===== config.mk =====
export PLATFORM = sky130hd
export DESIGN_NAME = sector_term_ctrl
export DESIGN_NICKNAME = d
export VERILOG_FILES = /design/src/rtl/stc_pkg.sv /design/src/rtl/stc_byte_ctr.sv /design/src/rtl/stc_sector_ctr.sv /design/src/rtl/stc_end_fsm.sv /design/src/rtl/sector_term_ctrl.sv
export SDC_FILE = /design/constraint.sdc
export NUM_CORES = 1
export LEC_CHECK = 0
export CELL_PAD_IN_SITES_DETAIL_PLACEMENT = 0
export CELL_PAD_IN_SITES_GLOBAL_PLACEMENT = 2
export CORE_MARGIN = 3
export CORE_UTILIZATION = 30
export CTS_CLUSTER_DIAMETER = 80
export CTS_CLUSTER_SIZE = 14
export DETAILED_ROUTE_END_ITERATION = 8
export PLACE_DENSITY_LB_ADDON = 0.1
export SETUP_SLACK_MARGIN = 0.05
export SYNTH_ARGS = -nofsm -noshare
export SYNTH_HDL_FRONTEND = slang
export SYNTH_SLANG_ARGS = --single-unit

===== constraint.sdc =====
create_clock -name clk -period 3.7 [get_ports clk]
set_input_delay 0.74 -clock clk [delete_from_list [all_inputs] [get_ports clk]]
set_output_delay 0.74 -clock clk [all_outputs]
set_load 0.03 [all_outputs]

===== src/rtl/stc_pkg.sv =====
package stc_pkg;
  typedef enum logic [1:0] {
    CAUSE_NONE = 2'd0,
    CAUSE_TC   = 2'd1,
    CAUSE_EOT  = 2'd2,
    CAUSE_XRUN = 2'd3
  } cause_e;

  typedef enum logic [1:0] {
    ST_IDLE = 2'd0,
    ST_XFER = 2'd1,
    ST_PAD  = 2'd2
  } state_e;
endpackage


===== src/rtl/stc_byte_ctr.sv =====
module stc_byte_ctr #(
  parameter int MAX_CODE = 3,
  parameter int CODE_W   = 3,
  localparam int CNT_W   = 7 + MAX_CODE
) (
  input  logic              clk,
  input  logic              rst_n,
  input  logic              clr,
  input  logic              inc,
  input  logic [CODE_W-1:0] code,
  output logic [CNT_W-1:0]  cnt,
  output logic              last,
  output logic              zero
);
  logic [CODE_W-1:0] code_c;
  logic [CNT_W-1:0]  size_m1;

  always_comb begin
    code_c  = (code > CODE_W'(MAX_CODE)) ? CODE_W'(MAX_CODE) : code;
    size_m1 = {CNT_W{1'b1}} >> (CODE_W'(MAX_CODE) - code_c);
    last    = (cnt == size_m1);
    zero    = (cnt == '0);
  end

  always_ff @(posedge clk or negedge rst_n) begin
    if (!rst_n)         cnt <= '0;
    else if (clr)       cnt <= '0;
    else if (inc)       cnt <= last ? '0 : cnt + 1'b1;
  end


  cnt_in_sector_chk: assert property (@(posedge clk) disable iff (!rst_n)
    cnt <= size_m1);
endmodule


===== src/rtl/stc_sector_ctr.sv =====
module stc_sector_ctr #(
  parameter int SEC_W = 8
) (
  input  logic             clk,
  input  logic             rst_n,
  input  logic             load,
  input  logic [SEC_W-1:0] first,
  input  logic [SEC_W-1:0] eot,
  input  logic             adv,
  output logic [SEC_W-1:0] cur,
  output logic             at_eot
);
  logic [SEC_W-1:0] eot_q;

  always_ff @(posedge clk or negedge rst_n) begin
    if (!rst_n) begin
      cur   <= '0;
      eot_q <= '0;
    end else if (load) begin
      cur   <= first;
      eot_q <= eot;
    end else if (adv) begin
      cur   <= cur + 1'b1;
    end
  end

  assign at_eot = (cur == eot_q);


  no_adv_past_eot_chk: assert property (@(posedge clk) disable iff (!rst_n)
    adv |-> !at_eot);
endmodule


===== src/rtl/stc_end_fsm.sv =====
module stc_end_fsm
  import stc_pkg::*;
(
  input  logic   clk,
  input  logic   rst_n,
  input  logic   start,
  input  logic   dir_q,
  input  logic   host_valid,
  input  logic   media_rd,
  input  logic   tc,
  input  logic   xrun,
  input  logic   last,
  input  logic   zero,
  input  logic   at_eot,
  output logic   load,
  output logic   inc,
  output logic   adv,
  output logic   host_ready,
  output logic   busy,
  output logic   pad_req,
  output logic   done,
  output logic   st_valid,
  output cause_e st_cause
);
  state_e state, state_n;
  cause_e pend, pend_n, end_cause;
  logic   beat, fin, finish;

  always_comb begin
    host_ready = (state == ST_XFER);
    pad_req    = (state == ST_PAD);
    busy       = (state != ST_IDLE);
    load       = (state == ST_IDLE) && start;
    beat       = (state == ST_XFER) && (dir_q ? media_rd : host_valid);
    fin        = beat && last;
    inc        = beat || pad_req;
    state_n    = state;
    pend_n     = pend;
    finish     = 1'b0;
    end_cause  = CAUSE_NONE;
    adv        = 1'b0;
    unique case (state)
      ST_IDLE: if (start) state_n = ST_XFER;
      ST_XFER: begin
        if (tc || xrun) begin
          end_cause = tc ? CAUSE_TC : CAUSE_XRUN;
          if (fin || (zero && !beat)) begin
            finish  = 1'b1;
            state_n = ST_IDLE;
          end else begin
            pend_n  = end_cause;
            state_n = ST_PAD;
          end
        end else if (fin) begin
          if (at_eot) begin
            finish    = 1'b1;
            end_cause = CAUSE_EOT;
            state_n   = ST_IDLE;
          end else begin
            adv = 1'b1;
          end
        end
      end
      ST_PAD: if (last) begin
        finish    = 1'b1;
        end_cause = pend;
        state_n   = ST_IDLE;
      end
      default: state_n = ST_IDLE;
    endcase
  end

  always_ff @(posedge clk or negedge rst_n) begin
    if (!rst_n) begin
      state    <= ST_IDLE;
      pend     <= CAUSE_NONE;
      done     <= 1'b0;
      st_valid <= 1'b0;
      st_cause <= CAUSE_NONE;
    end else begin
      state <= state_n;
      pend  <= pend_n;
      done  <= finish;
      if (load) begin
        st_valid <= 1'b0;
        st_cause <= CAUSE_NONE;
      end else if (finish) begin
        st_valid <= 1'b1;
        st_cause <= end_cause;
      end
    end
  end


  done_single_chk: assert property (@(posedge clk) disable iff (!rst_n)
    done |=> !done);

  done_has_status_chk: assert property (@(posedge clk) disable iff (!rst_n)
    done |-> st_valid && (st_cause != CAUSE_NONE));

  status_hold_chk: assert property (@(posedge clk) disable iff (!rst_n)
    (st_valid && !start) |=> $stable(st_cause) && st_valid);

  pad_blocks_host_chk: assert property (@(posedge clk) disable iff (!rst_n)
    pad_req |-> !host_ready && busy);

  start_busy_chk: assert property (@(posedge clk) disable iff (!rst_n)
    (!busy && start) |=> busy && !st_valid);
endmodule


===== src/rtl/sector_term_ctrl.sv =====
module sector_term_ctrl
  import stc_pkg::*;
#(
  parameter int SEC_W    = 8,
  parameter int MAX_CODE = 3,
  parameter int CODE_W   = 3
) (
  input  logic              clk,
  input  logic              rst_n,
  input  logic              start,
  input  logic              dir_wr,
  input  logic [CODE_W-1:0] size_code,
  input  logic [SEC_W-1:0]  first_sec,
  input  logic [SEC_W-1:0]  eot_sec,
  input  logic              host_valid,
  output logic              host_ready,
  input  logic              media_rd,
  input  logic              tc,
  input  logic              xrun,
  output logic              busy,
  output logic              pad_req,
  output logic              done,
  output logic              st_valid,
  output logic              st_abn,
  output logic [1:0]        st_cause
);
  localparam int CNT_W = 7 + MAX_CODE;

  logic              load, inc, adv, last, zero, at_eot;
  logic              dir_q;
  logic [CODE_W-1:0] code_q;
  logic [CNT_W-1:0]  bcnt;
  logic [SEC_W-1:0]  cur_sec;
  cause_e            cause;

  always_ff @(posedge clk or negedge rst_n) begin
    if (!rst_n) begin
      dir_q  <= 1'b0;
      code_q <= '0;
    end else if (load) begin
      dir_q  <= dir_wr;
      code_q <= size_code;
    end
  end

  stc_byte_ctr #(.MAX_CODE(MAX_CODE), .CODE_W(CODE_W)) u_bytes (
    .clk(clk), .rst_n(rst_n), .clr(load), .inc(inc), .code(code_q),
    .cnt(bcnt), .last(last), .zero(zero));

  stc_sector_ctr #(.SEC_W(SEC_W)) u_sect (
    .clk(clk), .rst_n(rst_n), .load(load), .first(first_sec), .eot(eot_sec),
    .adv(adv), .cur(cur_sec), .at_eot(at_eot));

  stc_end_fsm u_fsm (
    .clk(clk), .rst_n(rst_n), .start(start), .dir_q(dir_q),
    .host_valid(host_valid), .media_rd(media_rd), .tc(tc), .xrun(xrun),
    .last(last), .zero(zero), .at_eot(at_eot), .load(load), .inc(inc),
    .adv(adv), .host_ready(host_ready), .busy(busy), .pad_req(pad_req),
    .done(done), .st_valid(st_valid), .st_cause(cause));

  assign st_cause = cause;
  assign st_abn   = st_valid && (cause != CAUSE_TC);


  tc_at_boundary_chk: assert property (@(posedge clk) disable iff (!rst_n)
    (busy && !pad_req && tc && zero && !(host_valid && !dir_q) && !(media_rd && dir_q))
      |=> done && !busy);

  write_dir_host_ignored_chk: assert property (@(posedge clk) disable iff (!rst_n)
    (busy && !pad_req && dir_q && !media_rd && !tc && !xrun) |=> $stable(bcnt));
endmodule


==> results of run 1 <==
==> area by class of cell <==
| cell class | count | area [sq um] |
|---|---|---|
| fillers | 742 | 4170 |
| multi-input cells | 185 | 1160 |
| flip-flops and latches | 38 | 951 |
| repair buffers | 36 | 363 |
| well taps | 96 | 120 |
| clock buffers | 8 | 110 |
| inverters | 9 | 33.8 |
==> cells by family after synthesis <==
| logic type | after synthesis |
|---|---|
| adder cells (fa/ha/maj) | 7 |
| buffers and inverters | 17 |
| multiplexers | 6 |
| flip-flops | 38 |
| AO/OA/AOI/OAI | 46 |
| AND/OR/NAND/NOR | 109 |
| XOR/XNOR | 17 |
==> state kept, by name (all words and copies together), names as in the netlist <==
| name | count |
|---|---|
| dir_q | 1 |
| u_bytes.cnt | 10 |
| u_sect.cur | 8 |
| u_fsm.state | 2 |
| code_q | 3 |
| u_sect.eot_q | 8 |
| u_fsm.pend | 2 |
| u_fsm.done | 1 |
| u_fsm.st_cause | 2 |
| u_fsm.st_valid | 1 |
==> how the worst max path moves through the flow <==
stage | startpoint | end | slack [ns] | cells past startpoint
detailed placement | media_rd | u_sect.cur[7]$_DFFE_PN0P_ | 0.81 | 7
CTS | u_fsm.state[0]$_DFFE_PN0P_ | pad_req | 1.08 | 3
floorplan | u_fsm.state[1]$_DFFE_PN0P_ | u_sect.cur[7]$_DFFE_PN0P_ | 1.44 | 8
global route | media_rd | u_fsm.st_cause[1]$_DFFE_PN0P_ | 0.93 | 7
finish | host_valid | u_fsm.st_cause[1]$_DFFE_PN0P_ | 1.12 | 7
global placement | media_rd | u_sect.cur[7]$_DFFE_PN0P_ | 0.90 | 7
==> per-stage QoR <==
stage | util | std cells | total power, W | hold slack (ns) | setup slack [ns]
finish | 0.396 | 372 | 0.00182 | 0.477 | 1.12
global route | 0.396 | 372 | 0.00198 | 0.527 | 0.934
CTS | 0.396 | 372 | 0.00185 | 0.481 | 1.08
detailed placement | 0.380 | 364 | 0.00150 | 0.461 | 0.812
global placement | 0.380 | 364 | 0.00150 | 0.456 | 0.905
floorplan | - | 240 | 0.00123 | 0.435 | 1.44
==> worst max-delay path, stage by stage <==
cell and delay [ns]:
clkdlybuf4s50_1 0.45, mux2_1 0.14, and2_1 0.32, o2111ai_2 0.26, o21a_1 0.27, o31ai_2 0.38
mux2i_1 0.22
==> Yosys cell counts, drive strengths merged, types with 2 or more instances <==
cell | number | area, sq um
nand2 | 57 | 214
dfrtp | 38 | 951
o21ai | 16 | 80.1
xor2 | 13 | 114
inv | 9 | 33.8
nor2 | 9 | 33.8
a21oi | 8 | 40.0
nand3 | 8 | 40.0
ha | 7 | 87.6
and3 | 6 | 37.5
clkbuf | 6 | 22.5
nand4 | 5 | 31.3
and2 | 4 | 25.0
nor4 | 4 | 25.0
xnor2 | 4 | 35.0
mux2 | 3 | 33.8
mux2i | 3 | 30.0
o21a | 3 | 22.5
a31oi | 2 | 12.5
buf | 2 | 10.0
nand3b | 2 | 15.0
nor2b | 2 | 12.5
nor3 | 2 | 10.0
nor3b | 2 | 15.0
nor4b | 2 | 23.8
o21bai | 2 | 15.0
o31ai | 2 | 20.0
or2 | 2 | 12.5
==> metal layers <==
metal | routed length (um) | GRT usage | share of wire | vias up
li1 | - | - | - | 906
met1 | 2790 | 0.198 | 0.51 | 862
met2 | 2440 | 0.218 | 0.45 | 26
met3 | 186 | 0.0323 | 0.034 | 2
met4 | 32 | 0.0339 | 0.0059 | 0
met5 | 0 | 0 | 0 | -
==> power groups by stage <==
stage,clock (W),sequential [W],combinational [W]
4_1_cts,0.000351,0.000714,0.000788
5_1_grt,0.000366,0.000736,0.000877
2_1_floorplan,0,0.000700,0.000527
3_3_place_gp,0,0.000721,0.000777
3_5_place_dp,0,0.000719,0.000782
6_report,0.000338,0.000710,0.000772
==> impl_metrics.toml, run 1 <==
[status]
status = "finished, final reports clean"

[layout]
stdcell_area_sq_mm = 0.00273
layout_common_cells = "nand2_1 (57), dfrtp_1 (38), clkdlybuf4s50_1 (33)"
fin_nets = 309
layout-drive-gt1-share = 0.0616
final_common_cell = "nand2_1"
area_growth_pct = 25.8
n_antenna_cell = 0

[clocking]
cts_tree = "yes"
postCtsSetupBuffers = 0
clk_latency_ns = 0.29
post_cts_resize_count = 0
clock_sinks = 38
cts_root_buffer = "clkbuf_8"
numCtsBuffers = 5
htreeDepth = 2
clk_pin_slew_ns = 0.07
cts_buffer_depth = 2
hold_buffers = 0

[yosys]
synth_fp_nets = 274
synthArstFlopShare = 1.00
synthMuxAreaShare = 0.0294
ys_seq_area_frac = 0.438
syn-cell-area_sq_mm = 0.00217
synth_cell_types = 50
synth-compound-area-share = 0.150
synth-xor-area-share = 0.0685
synthFlopType = "dfrtp_1"
synth_top_family_by_area = "simple AND/OR/NAND/NOR gates"
yosysWarnings = 0
synth.avg_cell_area_sq_um = 9.06
ys_ff_latch = 38
synth_edf_count = 0
syn_inst = 240
synthAdderAreaFrac = 0.0403
synth-simple-area-share = 0.244

[route]
finalWirelength_mm = 5.45
vias = 1796
drc = 0
wl_per_cell_um = 14.6
routed_via_density = 4.83
drtIter0Drc = 31
drtPass1Iterations = 4
ant_nets = 0

[setup_path]
worstSetupEndpointType = "flip-flop"
cp.required_ns = 3.91
crit-reg2reg-launch = "u_fsm.state[1]$_DFFE_PN0P_"
cp.arrival_ns = 2.79
reg2reg_to = "u_fsm.st_cause[1]$_DFFE_PN0P_"
startpoint_type = "input pin"
worstPathMaxFanout = 9
reg2reg_setup_slack_ns = 1.32
critPathKind = "in -> reg"
rr_worst_depth = 7

[min_path]
holdPathEnd = "u_fsm.pend[0]$_DFFE_PN0P_"
min_path_type = "reg -> reg"
min-delay-start = "u_fsm.pend[0]$_DFFE_PN0P_"
min_path_cells = 1

[sta]
grt_setup_unrepaired = "false"
hold_viol_final = 0
setup_viol = 0
clock_skew_ns = 0.0102
fin_crit_ns = 2.58
fmax_mhz = 387
worst_slew_pin_slew_ns = 0.912
min_period_over_period = 0.698
slew_headroom = 0.392
tns_ns = 0
slew_viol_final = 0

[floorplanning]
core_region_area_sq_mm = 0.00691
num_rows = 30
start_util = 0.315
io_pins = 35
die_area_sq_mm = 0.00830
die-height_um = 91.1
die_x_um = 91.1

[pwr]
pwr-share-clk = 0.186
swShare = 0.407
p_int_w = 0.00108
p_comb_frac = 0.424
power_density_mw_per_mm2 = 666
vdd_drop_max_mv = 0.273
leakagePower_nw = 1.19
power.switching_w = 0.000741
seq_power_share = 0.390

[grt]
grt_max_degree = 39
grt_pass1_wl_mm = 9.47
antenna_found_initial = 0
grt_use_total = 0.140
grt_pass1_vias = 1876
gr-total-overflow = 0

[placement]
io_buffer_count = 34
dp_hpwl_mm = 3.92
place_area_sq_mm = 0.00262
place.gp.congestion = 0.754

[run]
drv_cap = 0
No activity file was read; power rests on OpenSTA's default activity.
==> inputs of run 2 (changes only) <==
==> constraint.sdc (replaced) <==
create_clock -name clk -period 2.5 [get_ports clk]
set_input_delay 0.5 -clock clk [delete_from_list [all_inputs] [get_ports clk]]
set_output_delay 0.5 -clock clk [all_outputs]
set_load 0.03 [all_outputs]
==> run 2 against run 1 <==
Against the previous run:
- global-route usage increased by 0.57 points
- register-to-register slack worse by 1.0 ns
- critical path depth shrank 4
- utilization is 0.60 points higher
- combinational power rose by 59%
- critical path type is now reg -> out
- largest cell class unchanged
==> impl_metrics.toml, run 2 (same netlist as run 1, synthesis figures left out) <==
[status]
status = "finished, final reports clean"

[sta]
grt_setup_unrepaired = "false"
min_period_over_period = 0.934
worst_slew_pin_slew_ns = 0.884
setup_ws_ns = 0.164
hold_viol_final = 0
slew_headroom = 0.410
holdWs_ns = 0.320
fin_crit_ns = 2.34
slew_viol_final = 0
fmax_mhz = 428
clock_skew_ns = 0.00701
tns_ns = 0
setup_viol = 0

[placement]
dp_slack_ns = -0.0157
io_buffer_count = 34
place.gp.congestion = 0.740
dp_hpwl_mm = 4.14

[clocking]
clk_pin_slew_ns = 0.07
cts_buffer_depth = 2
htreeDepth = 2
cts_root_buffer = "clkbuf_8"
postCtsSetupBuffers = 0
cts_tree = "yes"
numCtsBuffers = 5
clock_sinks = 38
clk_latency_ns = 0.29

[pwr]
power_density_mw_per_mm2 = 967
power.switching_w = 0.00111
vdd_drop_max_mv = 0.349
seq_power_share = 0.389
pwr-share-clk = 0.152
p_int_w = 0.00157
swShare = 0.413
leakagePower_nw = 1.23
p_comb_frac = 0.459

[layout]
area_growth_pct = 27.7
layout-drive-gt1-share = 0.0979
multi_input_area_sq_mm = 0.00116
layout_common_cells = "nand2_1 (57), dfrtp_1 (38), clkdlybuf4s50_1 (33)"
regMostFlops = "u_bytes.cnt"
fin_nets = 320
largest_reg_flops = 10
n_antenna_cell = 0
fill_cells = 754
top_regs = "u_bytes.cnt (10), u_sect.cur (8), u_sect.eot_q (8)"
final_common_cell = "nand2_1"
seq_area_sq_um = 951

[grt]
grt_pass1_wl_mm = 9.76
grt_max_degree = 39
gr-total-overflow = 0
antenna_found_initial = 0
grt_pass1_vias = 1917
grt_use_total = 0.146

[setup_path]
cp.arrival_ns = 1.84
worstSetupEndpointType = "output pin"
cp.buffers_inverters = 2
slowest_stage = "clkdlybuf4s50_1"
max_stage_delay_ns = 0.72
startpoint_type = "flip-flop"
path_delay_family = "buffers and inverters"
reg2reg_setup_slack_ns = 0.29
cp.required_ns = 2.00
worstPathMaxFanout = 7
critPathKind = "reg -> out"
path_cells = "inv_1 > ha_1 > clkdlybuf4s50_1"

[floorplanning]
die_x_um = 91.1
core_region_area_sq_mm = 0.00691
die-height_um = 91.1
io_pins = 35
die_area_sq_mm = 0.00830
start_util = 0.315
num_rows = 30

[route]
wl_per_cell_um = 14.6
drtIter0Drc = 61
vias = 1819
finalWirelength_mm = 5.56
routed_via_density = 4.76
ant_nets = 0
drtPass1Iterations = 4
drc = 0

[min_path]
min_path_type = "in -> async"

[run]
drv_cap = 0
==> run 2: cell types whose count changed in the layout (fill, tap and decap cells not counted), sizes merged <==
cell / delta
clkbuf: -3
clkinv: +2
buf: +11
==> run 2: layer usage <==
layer  global-route usage  wire (um)  vias to the layer above
met5                    0          0                        -
met4               0.0415         66                        0
met3               0.0315        195                        7
met2                0.219       2470                       25
met1                0.210       2830                      864
li1                     -          -                      923
==> run 2: worst register-to-register path: cells and delay by family (launching register included) <==
| kind | cells | cell delay, ns |
|---|---|---|
| AOI/OAI and AO/OA | 4 | 1.39 |
| buffers and inverters | 1 | 0.09 |
| DFF | 1 | 0.44 |
| muxes | 1 | 0.23 |
==> run 2: final timing paths <==
kind | start | end | cells past startpoint
max reg2reg | u_bytes.cnt[7]$_DFFE_PN0P_ | u_fsm.st_cause[1]$_DFFE_PN0P_ | 6
max | u_fsm.state[0]$_DFFE_PN0P_ | pad_req | 3
min in group clk | u_fsm.pend[0]$_DFFE_PN0P_ | u_fsm.pend[0]$_DFFE_PN0P_ | 1
min | rst_n | u_fsm.state[1]$_DFFE_PN0P_ | 1
min reg2reg | u_fsm.pend[0]$_DFFE_PN0P_ | u_fsm.pend[0]$_DFFE_PN0P_ | 1
max in group asynchronous | rst_n | u_bytes.cnt[5]$_DFFE_PN0P_ | 1
==> run 2: what timing repair did <==
item,in CTS,in global routing
hold endpoints to repair,0,0
gates resized for setup,0,1
hold buffers,0,0
endpoints found under the setup margin,0,1
==> run 2: cell type report <==
class	instances	area share
clock buffer	5	0.0248
clock inverter	2	0.00361
inverter	9	0.0122
multi-input combinational	185	0.417
sequential	38	0.343
tap	96	0.0433
timing repair buffer	47	0.156
==> run 2: power groups by stage <==
stage,logic [W],registers [W],clock network [W]
after floorplan,0.000781,0.00104,0
after global placement,0.00124,0.00106,0
after detailed placement,0.00124,0.00106,0
after CTS,0.00126,0.00105,0.000431
after global routing,0.00140,0.00108,0.000462
final,0.00123,0.00104,0.000409
==> run 2: metrics by stage <==
step / utilization / std cells / instance area, sq um / total power [W]
2_1_floorplan: - / 240 / 2170 / 0.00182
3_3_place_gp: 0.390 / 375 / 2690 / 0.00230
3_5_place_dp: 0.390 / 375 / 2690 / 0.00230
4_1_cts: 0.401 / 382 / 2770 / 0.00274
5_1_grt: 0.402 / 382 / 2780 / 0.00294
6_report: 0.402 / 382 / 2780 / 0.00268
